===== config.mk =====
export PLATFORM = sky130hd
export DESIGN_NAME = hamming_secded
export DESIGN_NICKNAME = d
export VERILOG_FILES = /design/src/rtl/hc_pkg.sv /design/src/rtl/hc_encoder.sv /design/src/rtl/hc_syndrome.sv /design/src/rtl/hc_corrector.sv /design/src/rtl/hamming_secded.sv
export SDC_FILE = /design/constraint.sdc
export NUM_CORES = 1
export LEC_CHECK = 0
export ABC_CLOCK_PERIOD_IN_PS = 800
export BUFFER_PORTS_ARGS = -buffer_cell sky130_fd_sc_hd__buf_2
export CORE_ASPECT_RATIO = 1.2
export CORE_UTILIZATION = 30
export CTS_CLUSTER_SIZE = 20
export DETAILED_ROUTE_END_ITERATION = 10
export SYNTH_ARGS = -nofsm -noshare
export SYNTH_HDL_FRONTEND = slang
export SYNTH_SLANG_ARGS = --single-unit

===== constraint.sdc =====
create_clock -name clk -period 0.8 [get_ports clk]
set_input_delay 0 -clock clk [delete_from_list [all_inputs] [get_ports clk]]
set_output_delay 0 -clock clk [all_outputs]
set_load 0.05 [all_outputs]

===== src/rtl/hc_pkg.sv =====
package hc_pkg;

   typedef enum logic [1:0] {
      HC_CLEAN  = 2'b00,
      HC_FIXED  = 2'b01,
      HC_UNCORR = 2'b10
   } hc_status_e;

   // floor(log2(v)) for v >= 1
   function automatic int hc_flog2(input int v);
      int r;
      r = 0;
      for (int b = 0; b < 31; b++) begin
         if ((v >> b) != 0) r = b;
      end
      return r;
   endfunction

   // power-of-two positions carry check bits
   function automatic bit hc_is_check(input int p);
      return (p & (p - 1)) == 0;
   endfunction

   // data index held at a non-power-of-two position p
   function automatic int hc_data_idx(input int p);
      return p - hc_flog2(p) - 2;
   endfunction

endpackage


===== src/rtl/hc_encoder.sv =====
module hc_encoder #(
   parameter int M = 4,
   parameter int N = (1 << M) - 1,
   parameter int K = N - M
) (
   input  logic [K-1:0] data_i,
   output logic [N:0]   code_o
);
   import hc_pkg::*;

   function automatic logic [N:0] cover_mask(input int i);
      logic [N:0] msk;
      msk = '0;
      for (int p = 1; p <= N; p++) begin
         if (((p >> i) & 1) != 0) msk[p] = 1'b1;
      end
      return msk;
   endfunction

   logic [N:0] placed;
   logic [N:1] body;

   assign placed[0] = 1'b0;

   for (genvar p = 1; p <= N; p++) begin : g_place
      if (hc_is_check(p)) begin : g_chk_slot
         assign placed[p] = 1'b0;
      end else begin : g_dat_slot
         assign placed[p] = data_i[hc_data_idx(p)];
         assign body[p]   = data_i[hc_data_idx(p)];
      end
   end

   for (genvar i = 0; i < M; i++) begin : g_check
      localparam logic [N:0] COVER = cover_mask(i);
      assign body[1 << i] = ^(placed & COVER);
   end

   assign code_o = {body, ^body};

endmodule


===== src/rtl/hc_syndrome.sv =====
module hc_syndrome #(
   parameter int M = 4,
   parameter int N = (1 << M) - 1
) (
   input  logic [N:0]   code_i,
   output logic [M-1:0] syn_o,
   output logic         perr_o
);

   function automatic logic [N:0] cover_mask(input int i);
      logic [N:0] msk;
      msk = '0;
      for (int p = 1; p <= N; p++) begin
         if (((p >> i) & 1) != 0) msk[p] = 1'b1;
      end
      return msk;
   endfunction

   for (genvar i = 0; i < M; i++) begin : g_syn
      localparam logic [N:0] COVER = cover_mask(i);
      assign syn_o[i] = ^(code_i & COVER);
   end

   assign perr_o = ^code_i;

endmodule


===== src/rtl/hc_corrector.sv =====
module hc_corrector #(
   parameter int M = 4,
   parameter int N = (1 << M) - 1,
   parameter int K = N - M
) (
   input  logic [N:0]        code_i,
   input  logic [M-1:0]      syn_i,
   input  logic              perr_i,
   output logic [K-1:0]      data_o,
   output hc_pkg::hc_status_e status_o
);
   import hc_pkg::*;

   localparam logic [N:0] ONE = {{N{1'b0}}, 1'b1};

   logic [N:0] flip;
   logic [N:0] fixed;

   assign flip  = perr_i ? (ONE << syn_i) : '0;
   assign fixed = code_i ^ flip;

   for (genvar p = 1; p <= N; p++) begin : g_pull
      if (!hc_is_check(p)) begin : g_dat
         assign data_o[hc_data_idx(p)] = fixed[p];
      end
   end

   always_comb begin
      if (perr_i)            status_o = HC_FIXED;
      else if (syn_i != '0)  status_o = HC_UNCORR;
      else                   status_o = HC_CLEAN;
   end

endmodule


===== src/rtl/hamming_secded.sv =====
module hamming_secded #(
   parameter int M       = 4,
   parameter bit REG_ENC = 1'b1,
   localparam int N      = (1 << M) - 1,
   localparam int K      = N - M
) (
   input  logic         clk,
   input  logic         rst_n,
   input  logic         enc_valid_i,
   input  logic [K-1:0] enc_data_i,
   output logic         enc_valid_o,
   output logic [N:0]   enc_code_o,
   input  logic         dec_valid_i,
   input  logic [N:0]   dec_code_i,
   output logic         dec_valid_o,
   output logic [K-1:0] dec_data_o,
   output logic [1:0]   dec_status_o,
   output logic [M-1:0] dec_syndrome_o
);
   import hc_pkg::*;

   if (M < 3 || M > 8) begin : g_bad_m
      $error("hamming_secded: M must lie in 3..8");
   end

   // ---------------- encoder ----------------
   logic [N:0] enc_comb;

   hc_encoder #(.M(M), .N(N), .K(K)) u_enc (
      .data_i (enc_data_i),
      .code_o (enc_comb)
   );

   if (REG_ENC) begin : g_enc_reg
      always_ff @(posedge clk or negedge rst_n) begin
         if (!rst_n) begin
            enc_valid_o <= 1'b0;
            enc_code_o  <= '0;
         end else begin
            enc_valid_o <= enc_valid_i;
            if (enc_valid_i) enc_code_o <= enc_comb;
         end
      end
   end else begin : g_enc_comb
      assign enc_valid_o = enc_valid_i;
      assign enc_code_o  = enc_comb;
   end

   // ---------------- decoder ----------------
   logic [M-1:0] syn;
   logic         perr;
   logic [K-1:0] dat_fix;
   hc_status_e   sts;

   hc_syndrome #(.M(M), .N(N)) u_syn (
      .code_i (dec_code_i),
      .syn_o  (syn),
      .perr_o (perr)
   );

   hc_corrector #(.M(M), .N(N), .K(K)) u_fix (
      .code_i   (dec_code_i),
      .syn_i    (syn),
      .perr_i   (perr),
      .data_o   (dat_fix),
      .status_o (sts)
   );

   always_ff @(posedge clk or negedge rst_n) begin
      if (!rst_n) begin
         dec_valid_o    <= 1'b0;
         dec_data_o     <= '0;
         dec_status_o   <= 2'b00;
         dec_syndrome_o <= '0;
      end else begin
         dec_valid_o <= dec_valid_i;
         if (dec_valid_i) begin
            dec_data_o     <= dat_fix;
            dec_status_o   <= sts;
            dec_syndrome_o <= syn;
         end
      end
   end

endmodule


==> reports/qor.yml <==
place_inst: 365
post-route-period-util_pct: 172
design_area_um2: 4360
grt_pass1_wl_mm: 9.50
die_h_um: 91.9
final_cell_mix: "buf_6 (64), buf_4 (49), xnor2_4 (22)"
slew_violations: 0
clock_skew_ps: 0
first_pass_iters: 4
stdcell_count: 412
drive_above_1_share_pct: 72.2
critPathMaxFanout: 3
die_w_um: 76.9
final_common_cell: "buf_6"
grt_util_met2_pct: 32.5
yosys-top-cells-area: "dfrtp_1 (43%), xnor2_1 (15%), mux2_2 (8.9%)"
overflow: 0
antenna_cells: 0
vias: 1914
io_buffers: 65
critPathLaunchType: "input port"
routabilityCongestion: 0.762
wirelength_mm: 6.21
ir_drop_mv: 1.36
synth.top_cell.area_share_pct: 43.3
antenna_found_initial: 0
critPathKind: "in2reg"
dp_hpwl_mm: 3.74
layout_setup_ws_ps: -574
dpl_cell_area_um2: 3000
use_met3_pct: 3.68
syn_avg_cell_area_um2: 11.1
drc: 0
p_per_area_nw_per_um2: 2480
drt_iter0_markers: 48
maxCapViolations: 0
synth-edff-count: 0
tightest_slew_ps: 325
synthArstFlopShare_pct: 100
syn_inst: 182
yosysTopAreaCell: "dfrtp_1"
status: "finished, violations left"
syn_nets: 213
min_period_ps: 1370
n_fill_cell: 451
final_nets: 357
synth_seq_cells: 35
syn_to_final_growth_pct: 116
dp_slack_ps: -981
critPathRequiredTime_ps: 960
timing.fmax_mhz: 728
ys_warn_count: 0
cts_sinks: 35
ios: 66
grt_use_met1_pct: 19.2
syn_area_um2: 2020
setup_tns_ps: -9180
cts-root-buf: "clkbuf_8"
rows: 32
top_usage_layer: "met2"
power.total_uw: 10800
ys_seq_area_share_pct: 43.3
cts.htree.levels: 2
hold_path_class: "in2reg"
finalSetupViolCount: 59
cts_max_path_buffers: 2
slew_headroom_pct: 78.3
die-area_um2: 7070
numCtsBuffers: 5
end_kind: "register"
core_um2: 6490
grt_max_degree: 36
synth_cell_type_count: 29
ant_nets: 0
wl_per_cell_um: 15.1
clock_latency_ps: 280
start_util_pct: 31.2
synth_flop_cell: "dfrtp_1"
finalHoldViolations: 0
clkSlewWorstSetupHoldPaths_ps: 70
rsz0062_at_grt: "true"
grt_pass1_vias: 1962
crit_arrival_ps: 1540
grt.total_usage_pct: 17.1
cts_tree: "done"
failed_checks: "negative setup slack"
p_leak_uw: 0.00188
routed_via_density: 4.65
-- report_power, final --
part	internal, uW	switching (uW)
Combinational	3400	3530
Sequential	2180	292
Clock	785	608
-- sequential cells by signal, summed over array words and instances, names as in the netlist --
register and flops:
enc_code_o 16, dec_data_o 11, dec_syndrome_o 4, dec_status_o 2
dec_valid_o 1, enc_valid_o 1
-- layout make-up --
type	count	area (um2)	area share, %
Tap cell	85	106	2.44
Multi-Input combinational cell	139	1810	41.5
Clock buffer	8	100	2.30
Inverter	3	11.3	0.259
Timing Repair Buffer	142	1440	33.0
Sequential cell	35	896	20.6
-- timing repair --
action,in CTS,in global routing
buffers inserted,28,15
pin swaps,48,37
setup endpoints to repair,56,61
resized for setup,151,51
hold buffers,5,0
endpoints found under the hold margin,39,0
-- metrics by stage --
stage                     hold WS, ps  utilization, %
after floorplan                  -296               -
after global placement          -20.8            46.3
after detailed placement        -19.9            46.3
after CTS                        11.9            61.5
after global routing             17.9            67.1
final                            24.5            67.1
-- worst paths after layout --
path                           startpoint       endpoint  slack (ps)  depth (start not counted)
min in group asynchronous           rst_n  enc_code_o[9]         210                          3
hold reg to reg             dec_data_o[0]  dec_data_o[0]         530                          1
setup / recovery           dec_code_i[14]  dec_data_o[1]        -570                          9
max in group asynchronous           rst_n  enc_code_o[7]         380                          3
hold / removal                enc_valid_i    enc_valid_o          20                          2
setup reg to reg            dec_data_o[1]  dec_data_o[1]         -50                          1
-- synthesized netlist by cell type (3+ instances only) --
cell	count
xor2_1	11
o21ai_0	7
xnor2_1	34
dfrtp_1	35
clkbuf_1	5
xnor2_2	4
or3_1	6
or4_1	3
a31oi_1	9
nor3_1	3
nor2_1	17
nand2_1	5
a21oi_1	6
inv_1	3
mux2_2	16
-- per-layer routing --
| metal | share of wire (%) | up-vias |
|---|---|---|
| li1 | - | 909 |
| met1 | 36 | 930 |
| met2 | 58 | 64 |
| met3 | 4.7 | 11 |
| met4 | 1.5 | 0 |
| met5 | 0 | - |
-- cells by family after synthesis --
| logic type | share of synthesized area, % |
|---|---|
| compound gates | 8.36 |
| xor+xnor | 25.4 |
| buf+inv | 1.49 |
| flops | 43.3 |
| mux | 9.91 |
| simple gates | 11.5 |
-- critical path, cell delays in order --
cell	delay [ps]
buf_12	110
xnor2_4	210
xnor2_4	130
buf_6	140
xor2_4	170
buf_6	150
nor3_4	260
mux2i_1	120
a211o_1	250
Power figures use the tool's default switching activity.
